### src/rtl/fold_pkg.sv
package fold_pkg;

  typedef enum logic [1:0] {
    QTR_0   = 2'd0,
    QTR_90  = 2'd1,
    QTR_180 = 2'd2,
    QTR_270 = 2'd3
  } qtr_e;

  typedef enum logic [1:0] {
    SEG_DIRECT = 2'd0,
    SEG_MIRLO  = 2'd1,
    SEG_SHIFT  = 2'd2,
    SEG_MIRHI  = 2'd3
  } seg_e;

  // Integer multiple of pi/8 at a given number of fraction bits.
  function automatic int pi_eighths(int frac_w, int n);
    real one_eighth;
    one_eighth = 0.39269908169872414 * (2.0 ** frac_w);
    return n * int'(one_eighth);
  endfunction

endpackage

### src/rtl/quadrant_reducer.sv
module quadrant_reducer
  import fold_pkg::*;
#(
  parameter int ANGLE_W = 16,
  parameter int FRAC_W  = 13
) (
  input  logic [ANGLE_W-1:0] angle_i,
  output qtr_e               qtr_o,
  output logic [ANGLE_W-1:0] resid_o
);

  localparam int HALF_PI = pi_eighths(FRAC_W, 4);
  localparam int FULL_PI = pi_eighths(FRAC_W, 8);

  int th;
  int r;

  always_comb begin
    th = int'($signed(angle_i));
    if (th >= 0 && th <= HALF_PI) begin
      qtr_o = QTR_0;
      r     = th;
    end else if (th > HALF_PI) begin
      qtr_o = QTR_90;
      r     = th - HALF_PI;
    end else if (th < -HALF_PI) begin
      qtr_o = QTR_180;
      r     = th + FULL_PI;
    end else begin
      qtr_o = QTR_270;
      r     = th + HALF_PI;
    end
    resid_o = ANGLE_W'(r);
  end

endmodule

### src/rtl/domain_folder.sv
module domain_folder
  import fold_pkg::*;
#(
  parameter int ANGLE_W    = 16,
  parameter int FRAC_W     = 13,
  parameter int OUT_FRAC_W = 14,
  parameter int PHI_W      = 13
) (
  input  logic [ANGLE_W-1:0] resid_i,
  output seg_e               seg_o,
  output logic [PHI_W-1:0]   phi_o
);

  localparam int E1    = pi_eighths(FRAC_W, 1);
  localparam int E2    = pi_eighths(FRAC_W, 2);
  localparam int E3    = pi_eighths(FRAC_W, 3);
  localparam int E4    = pi_eighths(FRAC_W, 4);
  localparam int SHIFT = OUT_FRAC_W - FRAC_W;

  int a;
  int f;

  always_comb begin
    a = int'(resid_i);
    // band edges resolve to the lower band
    if (a <= E1) begin
      seg_o = SEG_DIRECT;
      f     = a;
    end else if (a <= E2) begin
      seg_o = SEG_MIRLO;
      f     = E2 - a;
    end else if (a <= E3) begin
      seg_o = SEG_SHIFT;
      f     = a - E2;
    end else begin
      seg_o = SEG_MIRHI;
      f     = E4 - a;
    end
    phi_o = PHI_W'(f << SHIFT);
  end

endmodule

### src/rtl/dir_select.sv
module dir_select
  import fold_pkg::*;
(
  input  seg_e seg_i,
  output logic pos_o
);

  always_comb begin
    unique case (seg_i)
      SEG_MIRLO, SEG_MIRHI: pos_o = 1'b1;
      default:              pos_o = 1'b0;
    endcase
  end

endmodule

### src/rtl/angle_fold_unit.sv
module angle_fold_unit
  import fold_pkg::*;
#(
  parameter int ANGLE_W    = 16,
  parameter int FRAC_W     = 13,
  parameter int OUT_FRAC_W = 14,
  parameter int PHI_W      = 13,
  parameter int DATA_W     = 16
) (
  input  logic               clk_i,
  input  logic               rst_ni,
  input  logic               valid_i,
  input  logic [ANGLE_W-1:0] angle_i,
  input  logic [DATA_W-1:0]  x_i,
  input  logic [DATA_W-1:0]  y_i,
  output logic               valid_o,
  output logic [1:0]         quad_o,
  output logic [1:0]         seg_o,
  output logic               dir_o,
  output logic [PHI_W-1:0]   phi_o,
  output logic [DATA_W-1:0]  x_o,
  output logic [DATA_W-1:0]  y_o
);

  qtr_e               qtr_c;
  seg_e               seg_c;
  logic [ANGLE_W-1:0] resid_c;
  logic [PHI_W-1:0]   phi_c;
  logic               pos_c;

  quadrant_reducer #(
    .ANGLE_W(ANGLE_W),
    .FRAC_W (FRAC_W)
  ) u_qtr (
    .angle_i(angle_i),
    .qtr_o  (qtr_c),
    .resid_o(resid_c)
  );

  domain_folder #(
    .ANGLE_W   (ANGLE_W),
    .FRAC_W    (FRAC_W),
    .OUT_FRAC_W(OUT_FRAC_W),
    .PHI_W     (PHI_W)
  ) u_fold (
    .resid_i(resid_c),
    .seg_o  (seg_c),
    .phi_o  (phi_c)
  );

  dir_select u_dir (
    .seg_i(seg_c),
    .pos_o(pos_c)
  );

  always_ff @(posedge clk_i or negedge rst_ni) begin
    if (!rst_ni) begin
      valid_o <= 1'b0;
      quad_o  <= '0;
      seg_o   <= '0;
      dir_o   <= 1'b0;
      phi_o   <= '0;
      x_o     <= '0;
      y_o     <= '0;
    end else begin
      valid_o <= valid_i;
      if (valid_i) begin
        quad_o <= qtr_c;
        seg_o  <= seg_c;
        dir_o  <= pos_c;
        phi_o  <= phi_c;
        x_o    <= x_i;
        y_o    <= y_i;
      end
    end
  end

endmodule

### config.mk
export PLATFORM = sky130hd
export DESIGN_NAME = angle_fold_unit
export DESIGN_NICKNAME = d
export VERILOG_FILES = /design/src/rtl/fold_pkg.sv /design/src/rtl/quadrant_reducer.sv /design/src/rtl/domain_folder.sv /design/src/rtl/dir_select.sv /design/src/rtl/angle_fold_unit.sv
export SDC_FILE = /design/constraint.sdc
export NUM_CORES = 1
export LEC_CHECK = 0
export BUFFER_PORTS_ARGS = -buffer_cell sky130_fd_sc_hd__buf_4
export CORE_MARGIN = 1
export CORE_UTILIZATION = 49
export DETAILED_ROUTE_END_ITERATION = 8
export GPL_ROUTABILITY_DRIVEN = 0
export GPL_TIMING_DRIVEN = 0
export PLACE_DENSITY = 0.77
export REMOVE_ABC_BUFFERS = 1
export SLEW_MARGIN = 30
export SYNTH_ARGS = -nofsm -noshare
export SYNTH_HDL_FRONTEND = slang
export SYNTH_SLANG_ARGS = --single-unit
### constraint.sdc
create_clock -name clk_i -period 0.8 [get_ports clk_i]
set_input_delay 0.16 -clock clk_i [delete_from_list [all_inputs] [get_ports clk_i]]
set_output_delay 0.16 -clock clk_i [all_outputs]
set_load 0.05 [all_outputs]
# ---- After elaboration in Yosys (flattened, before gate mapping)
# Cells that the tools add are included.
dict set report op_classes {
  addsub 6
  n_mul 0
  div_mod_pow 0
  n_lt_le_gt_ge 7
  eq_ne 2
  n_shift 0
  mux 13
  n_bitwise 0
  reduce_logical 2
}
# operator count
set ops {}
lappend ops {{2-to-1 mux 16 bit} 3}
lappend ops {{2-to-1 mux 12 bit} 3}
lappend ops {{adder 16 x 15 -> 16 bit (second input constant)} 1}
lappend ops {{adder 16 bit (second input constant)} 1}
lappend ops {{>= comparator 16 x 1 -> 1 bit (second input constant)} 1}
lappend ops {{> comparator 16 x 15 -> 1 bit (second input constant)} 1}
lappend ops {{less-or-equal comparator 16 x 12 -> 1 bit (second input constant)} 1}
lappend ops {{less-or-equal comparator 16 x 13 -> 1 bit (second input constant)} 1}
lappend ops {{less-or-equal comparator 16 x 14 -> 1 bit (second input constant)} 1}
lappend ops {{less-or-equal comparator 16 x 15 -> 1 bit (second input constant)} 1}
lappend ops {{< comparator 16 x 15 -> 1 bit (second input constant)} 1}
lappend ops {{subtractor 16 x 15 -> 16 bit (second input constant)} 1}
lappend ops {{subtractor 10 x 12 -> 12 bit (first input constant)} 1}
lappend ops {{subtractor 12 bit (first input constant)} 1}
lappend ops {{subtractor 12 bit (second input constant)} 1}
lappend ops {{2-to-1 mux 2 bit} 4}
lappend ops {{2-to-1 mux 1 bit} 3}
lappend ops {{equality test 2 x 1 -> 1 bit (second input constant)} 1}
lappend ops {{equality test 2 bit (second input constant)} 1}
lappend ops {{OR reduction 2 bit} 1}
lappend ops {{logical AND 1 bit} 1}
dict set report word_totals {
  regBits 50
  latch_bits 0
  mem_bits_rw 0
  romBits 0
  input_bits 51
  out_inout_bits 51
  elab_cells 37
  mem_count 0
}

# ---- Depth between registers and ports, before layout
# Gate-level depths: netlist of run 1.
dict set report logic_depth {
  word_depth 11
  depth_mapped 17
}

# ---- Hierarchy
# A second synthesis of run 1 with hierarchy kept.
dict set report hier_totals {
  hier_cells 408
  area_unflattened_um2 4336.7
}
# mod instances cells_per_inst area_per_inst_um2 seq_area_each_um2
set by_module_without_submodules {}
lappend by_module_without_submodules {angle_fold_unit 1 107 2138.3 1276.2}
lappend by_module_without_submodules {quadrant_reducer 1 157 1167.4 0.0}
lappend by_module_without_submodules {domain_folder 1 143 1027.2 0.0}
lappend by_module_without_submodules {dir_select 1 1 3.8 0.0}

# ---- Worst setup path before layout of run 1
# OpenSTA, ideal clock, no wires.
dict set report synth_path {
  kind {input to register}
  from {input port angle_i[2]}
  to {register phi_o[10]}
  setup_time_ps 82
  arrival_time_ps 3761
  setup_slack_ps -3043
  stages 16
  n_path_buf 1
  path_cell_list {clkbuf_1 > inv_1 > ha_1 > or3b_4 > a2111oi_4 > nor3_4 > a21o_1 > xnor2_1 > ha_1 > nand4_1 > a21oi_1 > o311ai_1 > or2_4 > o21ai_0 > or4_1 > a31oi_1}
}
dict set report synth_via {
  elab_chain_cells 8
  elab_cells_between_ends 20
  cone_classes {6 x add/sub; 7 x order compare; 6 x mux; 1 x reduce/logical}
}
# element line_no
set synth_lines {}
lappend synth_lines {{start, declared} angle_fold_unit.sv:13} ;# input logic [ANGLE_W-1:0] angle_i,
lappend synth_lines {{adder 16 x 15 -> 16 bit (tied with other cells)} quadrant_reducer.sv:31} ;# r = th + HALF_PI;
lappend synth_lines {{2-to-1 mux 16 bit} quadrant_reducer.sv:26} ;# end else if (th < -HALF_PI) begin
lappend synth_lines {{2-to-1 mux 16 bit} quadrant_reducer.sv:23} ;# end else if (th > HALF_PI) begin
lappend synth_lines {{2-to-1 mux 16 bit *} quadrant_reducer.sv:20} ;# if (th >= 0 && th <= HALF_PI) begin
lappend synth_lines {{less-or-equal comparator 16 x 14 -> 1 bit (tied with other cells)} domain_folder.sv:32} ;# end else if (a <= E3) begin
lappend synth_lines {{2-to-1 mux 12 bit} domain_folder.sv:32}
lappend synth_lines {{2-to-1 mux 12 bit} domain_folder.sv:29} ;# end else if (a <= E2) begin
lappend synth_lines {{2-to-1 mux 12 bit *} domain_folder.sv:26} ;# if (a <= E1) begin
lappend synth_lines {{end signal, assigned} angle_fold_unit.sv:71} ;# phi_o <= phi_c;
lappend synth_lines {{end, declared} angle_fold_unit.sv:20} ;# output logic [PHI_W-1:0] phi_o,
# Mark *: on every way between the ends. The rest lies on a longest branch, timed or not.
# A chain may end at the register's enable or synchronous reset.

# ---- Final worst setup path of run 1
dict set report layout_path {
  from {input port angle_i[3]}
  to {register phi_o[6]}
}
# The elaborated chain is that of the path after synthesis.

==> results.sh, run 1 <==
export IMPL_yosys_cell_types_count=80
export IMPL_synth_top_area_share_pct=30.1
export IMPL_fmax_mhz=275
export IMPL_cts_tree="yes"
export IMPL_yosys_warnings=0
export IMPL_core_um2=8220
export IMPL_required_ps=1020
export IMPL_fin_skew_ps=0
export IMPL_power_mw=12.4
export IMPL_cts_root_buf="clkbuf_8"
export IMPL_arrival_ps=3860
export IMPL_avgSynthCellArea_um2=8.85
export IMPL_ys_ff_latch=50
export IMPL_grt_pass1_vias=4367
export IMPL_cts_sinks=50
export IMPL_post_route_min_period_ps=3640
export IMPL_hp_class="in -> async"
export IMPL_report_final_slew_viol_count=0
export IMPL_tns_ps=-51190
export IMPL_synthCells=470
export IMPL_die_height_um=94.1
export IMPL_synth_area_um2=4160
export IMPL_cts_clk_slew_worst_paths_ps=100
export IMPL_violations="hold timing, setup timing"
export IMPL_critPathTopFamily="compound AO/OA/AOI/OAI gates"
export IMPL_drtPass1Iterations=6
export IMPL_vias_per_cell=6.73
export IMPL_synthTopCellsByCount="dfrtp_1 (50), nor2_1 (42), mux2_2 (35), a21oi_1 (31), nand2_1 (31)"
export IMPL_yosys_area_top_type="dfrtp_1"
export IMPL_detail_route_wl_per_cell_um=21.8
export IMPL_rows=33
export IMPL_cp_num_buf_inv=7
export IMPL_cts_buffer_depth=2
export IMPL_vdd_drop_max_mv=1.15
export IMPL_hold_viol_final=50
export IMPL_maxCapViolCount=0
export IMPL_num_io_pins=102
export IMPL_post_dp_hpwl_mm=8.07
export IMPL_hold_worst_slack_ps=-154
export IMPL_ant_nets=0
export IMPL_area_growth_synth_to_final_pct=55.8
export IMPL_p_leak_nw=2.72
export IMPL_yosysSeqAreaShare_pct=30.1
export IMPL_synthArstFlopShare_pct=100
export IMPL_drt_wl_total_mm=15.9
export IMPL_drc=0
export IMPL_critPathSlowestCell="or3b_4"
export IMPL_antenna_found_initial=0
export IMPL_status="finished, violations left"
export IMPL_overflow=0
export IMPL_max_stage_delay_ps=410
export IMPL_die_w_um=94.1
export IMPL_placed_cell_area_um2=4900
export IMPL_synth_most_common_cell="dfrtp_1"
export IMPL_initial_core_util_pct=50.6
export IMPL_path_cells="buf_8, clkinvlp_4, ha_4, or3b_4, a2111oi_4, buf_4, nor3_4, buf_6, buf_6, a221oi_4, buf_12, xor2_4, o211ai_1, a211oi_2, o31ai_4, buf_4, a21oi_1, o221ai_2, a211oi_1"
export IMPL_timing_worst_setup_path_type="in -> reg"
export IMPL_finalCritPeriodShare_pct=455
export IMPL_ys_flop_type="dfrtp_1"
export IMPL_setup_slack_ps=-2840
export IMPL_grt_usage_pct=30.2
export IMPL_design_area_um2=6480
export IMPL_io_buffers=100
export IMPL_synth_edf_count=0
export IMPL_dpl_worst_slack_ps=-3850
export IMPL_finalSetupViolations=73
export IMPL_end_kind="flop"
export IMPL_synth_top_cells_by_area="dfrtp_1 (30%), mux2_2 (9.5%), ha_1 (4.5%)"
export IMPL_powerDensity_nw_per_um2=1920
export IMPL_worst_pin_slew_ps=678
export IMPL_drt_iter0_drc=537
export IMPL_drive_above_1_share_pct=49.9
export IMPL_rsz0062_at_grt="yes"
export IMPL_max_slew_margin_rel_pct=54.6
export IMPL_cp_start_kind="input pin"
export IMPL_clock_latency_ps=310
export IMPL_dp_cells=641
export IMPL_diodes=0
export IMPL_crit_fanout=4
export IMPL_finalCoreUtilization_pct=78.8
export IMPL_final_cells=730
export IMPL_cts_made_buffers=5
export IMPL_via_count=4916
export IMPL_ctsHtreeMaxLevel=2
export IMPL_grt_max_degree=58
export IMPL_die_area_um2=8860
export IMPL_fin_nets=690
export IMPL_grt_pass1_wl_mm=21.2
==> power breakdown <==
part,switching (mW),internal [mW]
combinational,4.44,3.17
clock,0.945,0.649
sequential,0.309,2.93
total,5.69,6.75
==> registers in the layout, indices dropped and copies added, names as in the netlist <==
| register | cells |
|---|---|
| x_o | 16 |
| valid_o | 1 |
| phi_o | 12 |
| quad_o | 2 |
| y_o | 16 |
| seg_o | 2 |
| dir_o | 1 |
==> logic make-up after synthesis <==
group,after synthesis,synth area share (%)
mux,40,11.1
other cells,1,0.0902
xor+xnor,16,3.73
flops,50,30.1
fa+ha+maj,15,4.51
buf+inv,46,4.72
compound gates,146,26.4
simple gates,156,19.4
==> per-layer routing <==
metal | vias up | global-route usage [%] | part of all wire [%]
met1 | 2300 | 36.7 | 36
met3 | 107 | 5.66 | 9.3
met4 | 0 | 12.3 | 5.2
li1 | 2091 | - | -
met2 | 418 | 52.2 | 49
met5 | - | 0 | 0
==> layout by cell type (no fill, tap or decap), types with 6 or more instances in the layout <==
master and count:
inv_1 8, nor2_1 37, a21oi_1 23, o211ai_1 9
a31oi_1 9, o21ai_0 7, buf_4 107, mux2_2 34
a21oi_2 6, nand4_1 9, nand3_1 13, nand2_1 27
ha_1 12, buf_6 66, nor3_1 13, dfrtp_1 50
clkbuf_8 6
==> final timing paths <==
path                                  from        end  slack [ps]  cells past startpoint
max in group asynchronous           rst_ni    x_o[14]         540                      1
worst max-delay path            angle_i[3]   phi_o[6]       -2840                     19
worst min register to register      y_o[8]     y_o[8]         540                      1
worst max register to register   phi_o[11]  phi_o[11]        -180                      3
worst min-delay path                rst_ni     y_o[8]        -150                      1
min in group clk_i                  y_i[3]     y_o[3]          70                      2
==> repair_timing <==
| action | in CTS | in global routing |
|---|---|---|
| pin swaps | 25 | 22 |
| cloned | 2 | 0 |
| endpoints found under the setup margin | 99 | 75 |
| resized for setup | 119 | 55 |
| hold endpoints to repair | 50 | 50 |
| setup buffers | 60 | 19 |
==> area by class of cell <==
cell class              count  area, um^2
repair buffers            179        1650
multi-input cells         376        3290
well taps                 105         131
fillers                   442        1740
inverters                  12        55.1
clock inverters             3        28.8
flip-flops and latches     50        1250
clock buffers               5        68.8
Power figures use the tool's default switching activity.
==> run 2, diff against run 1 <==
--- a/config.mk
+++ b/config.mk
@@ -11,8 +11,8 @@
 export DETAILED_ROUTE_END_ITERATION = 8
 export GPL_ROUTABILITY_DRIVEN = 0
 export GPL_TIMING_DRIVEN = 0
+export MAX_ROUTING_LAYER = met4
 export PLACE_DENSITY = 0.77
-export REMOVE_ABC_BUFFERS = 1
 export SLEW_MARGIN = 30
 export SYNTH_ARGS = -nofsm -noshare
 export SYNTH_HDL_FRONTEND = slang
==> run 2 against run 1 <==
  * The flow still finishes with violations (hold timing, setup timing)
  * Clock skew unchanged
  * Sequential cell count unchanged
  * Clock power about the same
  * First-iteration DRC count down 9.7%
  * Total power down 1.8%
  * Global-route usage up 1.3 points
  * Non-clock buffer count up 15
  * Count of clock-buffer cells in the layout unchanged
  * Via count down 1.9%
==> results.sh, run 2 (synthesized netlist as in run 1, its figures left out) <==
export IMPL_status="finished, violations left"
export IMPL_violations="hold timing, setup timing"
export IMPL_final_cells=743
export IMPL_grt_max_degree=51
export IMPL_r2r_cells=4
export IMPL_grt_pass1_vias=4509
export IMPL_antenna_found_initial=0
export IMPL_crit_fanout=10
export IMPL_path_cells="buf_4, inv_1, ha_4, nor4b_4, a41oi_2, o21ai_2, o32ai_2, buf_4, xnor2_4, o211ai_1, a211oi_2, o31ai_2, buf_4, clkbuf_4, a311oi_1, mux2i_1, nand3_1"
export IMPL_post_dp_hpwl_mm=9.03
export IMPL_hp_class="in -> async"
export IMPL_rsz0062_at_grt="yes"
export IMPL_fmax_mhz=290
export IMPL_vias_per_cell=6.49
export IMPL_drive_above_1_share_pct=53.4
export IMPL_timing_worst_setup_path_type="in -> reg"
export IMPL_crit_path_frequent_cell="buf_4"
export IMPL_cts_made_buffers=5
export IMPL_syn_nets=536
export IMPL_io_buffers=94
export IMPL_drt_wl_total_mm=15.0
export IMPL_dp_cells=669
export IMPL_hold_worst_slack_ps=-154
export IMPL_ant_nets=0
export IMPL_initial_core_util_pct=50.6
export IMPL_required_ps=1050
export IMPL_die_area_um2=8860
export IMPL_cp_start_kind="input pin"
export IMPL_cts_sinks=50
export IMPL_report_final_slew_viol_count=0
export IMPL_top_regs="x_o x16, y_o x16, phi_o x12"
export IMPL_grt_pass1_wl_mm=21.6
export IMPL_fin_nets=703
export IMPL_fin_skew_ps=0
export IMPL_ctsHtreeMaxLevel=2
export IMPL_max_slew_margin_rel_pct=58.1
export IMPL_num_io_pins=102
export IMPL_finalSetupViolations=81
export IMPL_hold_viol_final=50
export IMPL_cts_buffer_depth=2
export IMPL_detail_route_wl_per_cell_um=20.2
export IMPL_layout_common_cells="buf_4 (93), buf_6 (75), nor2_1 (39)"
export IMPL_p_leak_nw=2.76
export IMPL_area_growth_synth_to_final_pct=57.0
export IMPL_rrSetupSlack_ps=-160
export IMPL_vdd_drop_max_mv=0.964
export IMPL_placed_cell_area_um2=5230
export IMPL_cts_root_buf="clkbuf_8"
export IMPL_post_route_min_period_ps=3440
export IMPL_worst_pin_slew_ps=629
export IMPL_die_height_um=94.1
export IMPL_arrival_ps=3700
export IMPL_critPathSlowestCell="a311oi_1"
export IMPL_fillers=478
export IMPL_diodes=0
export IMPL_setup_slack_ps=-2640
export IMPL_die_w_um=94.1
export IMPL_overflow=0
export IMPL_finalCritPeriodShare_pct=430
export IMPL_cts_tree="yes"
export IMPL_design_area_um2=6530
export IMPL_drc=0
export IMPL_layout_commonest_cell="buf_4"
export IMPL_clock_latency_ps=310
export IMPL_drtPass1Iterations=6
export IMPL_max_stage_delay_ps=410
export IMPL_power_mw=12.2
export IMPL_maxCapViolCount=0
export IMPL_cts_clk_slew_worst_paths_ps=100
export IMPL_grt_usage_pct=31.5
export IMPL_powerDensity_nw_per_um2=1870
export IMPL_drt_iter0_drc=485
export IMPL_end_kind="flop"
export IMPL_via_count=4824
export IMPL_ctsHoldBuffers=1
export IMPL_rows=33
export IMPL_core_um2=8220
[run 2: changes by cell type in the layout (fill, tap and decap cells not counted), sizes merged]
cell	delta
clkinvlp	-1
clkbuf	+15
a21o	-1
dlygate4sd3	+1
clkinv	+1
buf	-1
o31ai	-1
[run 2: critical path, delay by kind of cell]
| family | cells | cell delay, ps |
|---|---|---|
| simple gates | 2 | 440 |
| buf+inv | 5 | 900 |
| xor+xnor | 1 | 280 |
| mux | 1 | 170 |
| fa+ha+maj | 1 | 220 |
| compound gates | 7 | 1520 |
[run 2: metal layers]
layer	wire (um)	global-route usage [%]	up-vias
met3	1130	3.96	74
met4	554	12.6	0
met2	7680	54.0	362
met1	5660	37.4	2278
li1	-	-	2110
met5	0	-	-
[run 2: final cells by class]
cell class              instances  area, um^2  share of cell area, %
inverters                      12        61.3                  0.939
plain buffers                  32         255                   3.91
multi-input cells             374        3210                   49.1
clock buffers                   5        68.8                   1.05
repair buffers                162        1480                   22.7
clock inverters                 3        28.8                  0.441
flip-flops and latches         50        1290                   19.8
well taps                     105         131                   2.01
[run 2: power by group]
| part | internal (mW) | leakage, nW | total [mW] | switching (mW) |
|---|---|---|---|---|
| combinational | 3.14 | 2.15 | 7.34 | 4.21 |
| sequential | 2.96 | 0.552 | 3.26 | 0.297 |
| clock | 0.650 | 0.0502 | 1.62 | 0.969 |
[run 2: repair_timing]
item | 4_1_cts | 5_1_grt
endpoints found under the hold margin | 51 | 50
gates cloned | 1 | 0
setup buffers | 43 | 24
pin swaps | 32 | 18
resized for setup | 112 | 43
endpoints found under the setup margin | 65 | 90
[run 2: worst paths after layout]
kind	startpoint	to
worst max-delay path	angle_i[1]	phi_o[7]
worst min-delay path	rst_ni	phi_o[10]
worst max register to register	phi_o[3]	phi_o[3]
worst min register to register	x_o[4]	x_o[4]
max in group asynchronous	rst_ni	y_o[4]
min in group clk_i	x_i[11]	x_o[11]
[run 2: per-stage QoR]
step                      setup slack (ps)  utilization, %  TNS, ps
after global routing                 -2740            79.5   -53000
after CTS                            -2670            75.5   -49280
after global placement               -3450            63.7   -56460
after floorplan                      -2710               -   -40340
final                                -2640            79.5   -50160
after detailed placement             -3540            63.7   -58050
